$ cat src/rtl/cc_pick_pkg.sv
package cc_pick_pkg;
  typedef enum logic [1:0] {
    REF_FIXED = 2'b00,
    REF_PROG  = 2'b01,
    REF_RSV2  = 2'b10,
    REF_RSV3  = 2'b11
  } ref_sel_e;
endpackage

$ cat src/rtl/cc_sync_edge.sv
module cc_sync_edge #(
  parameter int STAGES = 2
) (
  input  logic clk,
  input  logic rst_n,
  input  logic async_in,
  output logic rise,
  output logic fall
);
  localparam int DEPTH = STAGES + 1;
  logic [DEPTH-1:0] sh;

  always_ff @(posedge clk or negedge rst_n) begin
    if (!rst_n) sh <= '0;
    else        sh <= {sh[DEPTH-2:0], async_in};
  end

  // sh[STAGES-1] is the synchronised level, sh[STAGES] its previous value
  assign rise = sh[STAGES-1] & ~sh[STAGES];
  assign fall = ~sh[STAGES-1] & sh[STAGES];
endmodule

$ cat src/rtl/cc_line_counter.sv
module cc_line_counter #(
  parameter int LINE_W = 6
) (
  input  logic              clk,
  input  logic              rst_n,
  input  logic              clr,
  input  logic              inc,
  output logic [LINE_W-1:0] cnt,
  output logic [LINE_W-1:0] cnt_nxt
);
  localparam logic [LINE_W-1:0] CNT_MAX = '1;

  always_comb begin
    if (cnt == CNT_MAX) cnt_nxt = CNT_MAX;
    else                cnt_nxt = cnt + 1'b1;
  end

  always_ff @(posedge clk or negedge rst_n) begin
    if (!rst_n)   cnt <= '0;
    else if (clr) cnt <= '0;
    else if (inc) cnt <= cnt_nxt;
  end
endmodule

$ cat src/rtl/cc_field_detect.sv
module cc_field_detect #(
  parameter int PH_W = 12
) (
  input  logic clk,
  input  logic rst_n,
  input  logic hs_rise,
  input  logic vs_fall,
  output logic field_flag
);
  localparam logic [PH_W-1:0] PH_MAX = '1;
  logic [PH_W-1:0] phase;
  logic [PH_W-1:0] period;

  always_ff @(posedge clk or negedge rst_n) begin
    if (!rst_n) begin
      phase  <= '0;
      period <= '0;
    end else if (hs_rise) begin
      phase  <= '0;
      period <= phase;
    end else if (phase != PH_MAX) begin
      phase <= phase + 1'b1;
    end
  end

  always_ff @(posedge clk or negedge rst_n) begin
    if (!rst_n)       field_flag <= 1'b0;
    else if (vs_fall) field_flag <= (phase > (period >> 1));
  end
endmodule

$ cat src/rtl/cc_line_picker.sv
module cc_line_picker
  import cc_pick_pkg::*;
#(
  parameter int LINE_W    = 6,
  parameter int CFG_W     = 5,
  parameter int FIXED_CNT = 21,
  parameter int PH_W      = 12,
  parameter int SYNC_STG  = 2
) (
  input  logic             clk,
  input  logic             rst_n,
  input  logic             hsync_in,
  input  logic             vsync_in,
  input  logic [CFG_W-1:0] cfg_line,
  input  logic [1:0]       cfg_ref_sel,
  input  logic             cfg_ref_field,
  output logic             slice_stb,
  output logic             ref_stb,
  output logic             field_flag
);
  localparam logic [LINE_W-1:0] FIX_CNT = LINE_W'(FIXED_CNT);

  logic hs_rise, hs_fall_unused, vs_rise_unused, vs_fall;
  logic [LINE_W-1:0] line_cnt, cnt_nxt;
  logic hit_prog, hit_fix, slice_d, ref_d;
  ref_sel_e sel;

  cc_sync_edge #(.STAGES(SYNC_STG)) u_hs (
    .clk(clk), .rst_n(rst_n), .async_in(hsync_in),
    .rise(hs_rise), .fall(hs_fall_unused));

  cc_sync_edge #(.STAGES(SYNC_STG)) u_vs (
    .clk(clk), .rst_n(rst_n), .async_in(vsync_in),
    .rise(vs_rise_unused), .fall(vs_fall));

  cc_line_counter #(.LINE_W(LINE_W)) u_cnt (
    .clk(clk), .rst_n(rst_n), .clr(vs_fall), .inc(hs_rise),
    .cnt(line_cnt), .cnt_nxt(cnt_nxt));

  cc_field_detect #(.PH_W(PH_W)) u_fld (
    .clk(clk), .rst_n(rst_n), .hs_rise(hs_rise), .vs_fall(vs_fall),
    .field_flag(field_flag));

  // Compare the count this horizontal sync produces
  always_comb begin
    sel      = ref_sel_e'(cfg_ref_sel);
    hit_prog = hs_rise && !vs_fall && (cnt_nxt == LINE_W'(cfg_line));
    hit_fix  = hs_rise && !vs_fall && (cnt_nxt == FIX_CNT);
    slice_d  = hit_prog || hit_fix;
    unique case (sel)
      REF_FIXED: ref_d = hit_fix;
      REF_PROG:  ref_d = hit_prog;
      default:   ref_d = 1'b0;
    endcase
    ref_d = ref_d && (field_flag == cfg_ref_field);
  end

  always_ff @(posedge clk or negedge rst_n) begin
    if (!rst_n) begin
      slice_stb <= 1'b0;
      ref_stb   <= 1'b0;
    end else begin
      slice_stb <= slice_d;
      ref_stb   <= ref_d;
    end
  end
endmodule

$ cat config.mk
export PLATFORM = sky130hd
export DESIGN_NAME = cc_line_picker
export DESIGN_NICKNAME = d
export VERILOG_FILES = /design/src/rtl/cc_pick_pkg.sv /design/src/rtl/cc_sync_edge.sv /design/src/rtl/cc_line_counter.sv /design/src/rtl/cc_field_detect.sv /design/src/rtl/cc_line_picker.sv
export SDC_FILE = /design/constraint.sdc
export NUM_CORES = 1
export LEC_CHECK = 0
export CAP_MARGIN = 20
export CORE_ASPECT_RATIO = 1.25
export CORE_MARGIN = 3
export CORE_UTILIZATION = 25
export DETAILED_ROUTE_END_ITERATION = 10
export PLACE_DENSITY = 0.47
export SYNTH_ARGS = -nofsm -noshare
export SYNTH_HDL_FRONTEND = slang
export SYNTH_SLANG_ARGS = --single-unit
export TNS_END_PERCENT = 10
$ cat constraint.sdc
create_clock -name clk -period 2.54 [get_ports clk]
set_input_delay 0.381 -clock clk [delete_from_list [all_inputs] [get_ports clk]]
set_output_delay 0.381 -clock clk [all_outputs]
set_load 0.005 [all_outputs]
# After elaboration in Yosys (flattened, before gate mapping)
# Cells that the tools add are included.
# W data, S select, Z words.
# totals
regBits	39
output_inout_bits	3
# classes
addsub	2
magnitude_cmp	1
n_eq_ne	6
muxes	6
bitwise_logic	4
reduce_logical	9
# ops
op	count
$mux W12	2
$mux W6	3
$add A12 B1 Y12 const B	1
$gt A12 B11 Y1	1
$ne A12 B12 Y1 const B	1
$add A6 B1 Y6 const B	1
$eq A6 B5 Y1	1
$eq A6 B5 Y1 const B	1
$eq A6 B6 Y1 const B	1
$logic_and A1 B1 Y1	4
$reduce_bool A2 Y1	2
$and A1 B1 Y1	2
$eq A2 B1 Y1 const B	1
$logic_not A2 Y1	1
$not A1 Y1	2
$pmux W1 S2	1
$eq A1 B1 Y1	1
$logic_not A1 Y1	1
$logic_or A1 B1 Y1	1

# Logic depth before layout (Yosys ltp)
# logic_depth
ltp_word	7
depth_mapped	8
mapped_depth_nobuf	8

# Hierarchy
# A second synthesis with hierarchy kept.
# hier_totals
cells_unflattened	205
area_unflattened_um2	2065.7
# by_module_without_submodules
mod	instances	cells_each	area_per_inst_um2	seq_area_each_um2
cc_field_detect	1	134	1312.5	600.6
cc_line_counter	1	43	402.9	150.1
cc_sync_edge	2	5	90.1	75.1
cc_line_picker	1	18	170.2	50.0

# Least setup slack after synthesis
# OpenSTA, ideal clock, no wires.
# synth_path
path_type	reg-to-reg
startpoint	register u_fld.phase[5]
endpoint	register u_fld.field_flag
arrival_ps	1528
path_slack_ps	874
path_stages_with_launch	8
path_buffers	0
synth_period_minus_slack_ps	1666
cell_sequence	dfrtp_1 > ha_1 > a21o_1 > a21o_1 > a21oi_1 > nor2_1 > a2111oi_0 > nor3_1
# synth_via
elab_chain_cells	1
# synth_lines
element	line	text
start: declaration	cc_field_detect.sv:11	logic [PH_W-1:0] phase;
start signal: assignment	cc_field_detect.sv:22	phase <= phase + 1'b1;
$gt A12 B11 Y1	cc_field_detect.sv:28	else if (vs_fall) field_flag <= (phase > (period >> 1));
end signal: assignment	cc_field_detect.sv:28	
end: declaration	cc_field_detect.sv:8	output logic field_flag
# No other way between the ends.
# A chain may end at the register's enable or synchronous reset.

# Worst setup path after layout
# layout_path
startpoint	register u_cnt.cnt[0]
endpoint	register ref_stb
# layout_via
elab_chain_cells	6
word_cells_on_any_way	9
classes_between	add/sub (1); eq/ne (3); mux (2); reduce/logical (3)
# layout_lines
element	line	text
start: declaration	cc_line_counter.sv:8	output logic [LINE_W-1:0] cnt,
start signal: assignment	cc_line_counter.sv:21	else if (inc) cnt <= cnt_nxt;
$add A6 B1 Y6 or $eq A6 B6 Y1 (tied branches)	cc_line_counter.sv:15, cc_line_counter.sv:14	
$mux W6 (*)	cc_line_counter.sv:14	if (cnt == CNT_MAX) cnt_nxt = CNT_MAX;
$eq A6 B5 Y1, on equally long branches	cc_line_picker.sv:47, cc_line_picker.sv:48	
$logic_and A1 B1 Y1, on equally long branches	cc_line_picker.sv:47, cc_line_picker.sv:48	
$pmux W1 S2 (*)	cc_line_picker.sv:50	unique case (sel)
$logic_and A1 B1 Y1 (*)	cc_line_picker.sv:55	ref_d = ref_d && (field_flag == cfg_ref_field);
named net ref_d	cc_line_picker.sv:25	logic hit_prog, hit_fix, slice_d, ref_d;
end signal: assignment	cc_line_picker.sv:64	ref_stb <= ref_d;
end: declaration	cc_line_picker.sv:18	output logic ref_stb,
# The timed path passes the listed nets; every way through them passes the cells marked *.

==> flow_summary.yaml <==
worst_setup_path:
  cp_max_fo: 11
  crit_path_start_kind: "flop"
  cp.required_ns: 2.72
  critical_path_arrival_ns: 2.18
  critPathCaptureType: "flop"
  path_class: "flop to flop"
floorplanning:
  pin_count: 15
  dieArea_um2: 9490
  die_x_um: 87.7
  num_rows: 36
  start_util: 0.262
  core_um2: 7970
  die-height_um: 108
outcome:
  outcome: "complete, no violations"
placement:
  hpwl_um: 2930
  routabilityCongestion: 0.785
  io_buffer_count: 14
clock_network:
  cts_tree: "done"
  clock_latency_ns: 0.29
  root_buffer: "clkbuf_8"
  cts.sinks: 38
  cts_buffers: 5
  postCtsSetupBuffers: 0
  cts_hold_buf: 0
  clk_pin_slew_ns: 0.08
  cts_buffer_depth: 2
  ctsResizeCount: 0
  htree_levels: 2
final_layout:
  fin_nets: 258
  seq_area_um2: 951
  num-fill-cells: 835
  multi_input_area_um2: 1050
  area_delta_synth_final_pct: 15.2
  num_antenna_cells: 0
  drive_gt1_frac: 0.0684
yosys:
  synth.most_common_cell: "dfrtp_1"
  synthCells: 218
  synthTopCellsByArea: "dfrtp_1 (46%), ha_1 (7.8%), nand2_1 (4.3%)"
  synth_async_sr_flop_share: 1.00
  yosys_warnings: 0
  yosysTopAreaCell: "dfrtp_1"
  ys_seq_area_frac: 0.455
  syn_nets: 243
  netlist_area_um2: 2090
  synth_edf_count: 0
  ys_ff_latch: 38
  ys.flop_type: "dfrtp_1"
  synth.top_cells.by_count: "dfrtp_1 (38), nand2_1 (24), nor2_1 (23)"
  synthDominantCellAreaShare: 0.455
  synth_area_per_cell_um2: 9.58
  yosysUniqueCellTypes: 45
sta:
  finalMaxSlewViolations: 0
  tns_ns: 0
  slew_headroom: 0.408
  hold_viol: 0
  finClkSkew_ns: 0.00353
  period_minus_slack_ns: 2.01
  worstMarginPinSlew_ns: 0.888
  max_freq_ghz: 0.498
  rsz0062_at_grt: "false"
  period_share: 0.790
  finalSetupViolations: 0
routing:
  vias: 1537
  drc: 0
  post_drt_wl_per_cell_um: 12.5
  avgViaCountPerCell: 4.67
  first_pass_iters: 4
  antenna_left: 0
  drt-initial-drc-count: 85
  wl_um: 4110
flow_run:
  cap_violations: 0
pwr:
  power.leakage_nw: 1.06
  total_power_w: 0.00150
  ir_drop_mv: 0.198
  powerDensity_nw_per_um2: 622
worst_hold_path:
  hold_class: "primary input to async pin"
global_routing:
  antenna_found_initial: 0
  grt_usage: 0.0968
  grt_max_degree: 40
  grt_overflow: 0
  grt_pass1_vias: 1508
  grt_pass1_wl_um: 7200
==> stage by stage <==
stage	setup slack [ns]	cells	utilization	hold slack, ns	cell area [um2]
floorplan	0.874	218	-	0.0854	2090
global placement	0.624	321	0.290	0.334	2310
finish	0.534	329	0.302	0.214	2400
global route	0.318	329	0.302	0.278	2400
CTS	0.517	329	0.302	0.248	2400
detailed placement	0.542	321	0.290	0.335	2310
==> critical path, cell delays in order (launching register included) <==
cell and delay, ns:
dfrtp_1 0.52, ha_1 0.36, nand3_1 0.18, or2_1 0.27, a32oi_1 0.18, nor2_1 0.08
a41oi_1 0.23, nor3_2 0.07
==> area by class of cell <==
class,instances,area share
clock buffer,7,0.0359
clock inverter,1,0.00208
inverter,13,0.0203
multi-input combinational,160,0.438
sequential,38,0.395
tap,95,0.0494
timing repair buffer,15,0.0593
==> layer usage <==
metal  vias up  share of wire  wire (um)  global-route usage
li1        791              -          -                   -
met1       727           0.48       1980               0.126
met2        17           0.48       1960               0.150
met3         2          0.029        118              0.0259
met4         0          0.012         48              0.0428
met5         -              0          0                   0
==> kinds of logic (layout without fill, tap and decap cells) <==
group           count (synthesis)  count (layout)  synth area share
buf+inv                        20              36            0.0419
compound gates                 41              41             0.131
flops                          38              38             0.455
simple gates                   88              88             0.212
mux                             5               5            0.0240
fa+ha+maj                      13              13            0.0779
xor+xnor                       13              13            0.0581
==> worst paths after layout <==
check	cells past startpoint	slack, ns	startpoint	to
max reg2reg	7	0.53	u_cnt.cnt[0]	ref_stb
min	1	0.21	rst_n	u_fld.period[5]
min reg2reg	0	0.35	u_vs.sh[0]	u_vs.sh[1]
max in group asynchronous	1	1.78	rst_n	u_fld.period[1]
min in group clk	0	0.35	u_vs.sh[0]	u_vs.sh[1]
max	7	0.53	u_cnt.cnt[0]	ref_stb
==> report_power, final <==
group | internal [W] | total, W | leakage [nW] | switching (W)
Combinational | 0.000161 | 0.000331 | 0.504 | 0.000170
Sequential | 0.000666 | 0.000732 | 0.503 | 0.0000665
Clock | 0.000219 | 0.000434 | 0.0482 | 0.000214
Total | 0.00105 | 0.00150 | 1.06 | 0.000450
==> state kept, by name, indices dropped and copies added, names as in the netlist <==
register,flops
u_vs.sh,3
u_hs.sh,3
u_fld.field_flag,1
u_cnt.cnt,6
u_fld.phase,12
ref_stb,1
u_fld.period,11
slice_stb,1
==> layout by cell type (no fill, tap or decap), drive strengths merged, types with 3 or more instances in the layout <==
cell / instances
a21o: 3
a21oi: 7
a31oi: 5
and4: 4
clkbuf: 7
clkdlybuf4s50: 13
dfrtp: 38
ha: 13
inv: 13
mux2i: 5
nand2: 24
nand2b: 4
nand3: 9
nand4: 4
nor2: 23
nor2b: 3
nor3: 7
o21ai: 15
xnor2: 5
xor2: 8
Note: power is estimated with default switching activity, not from simulation.
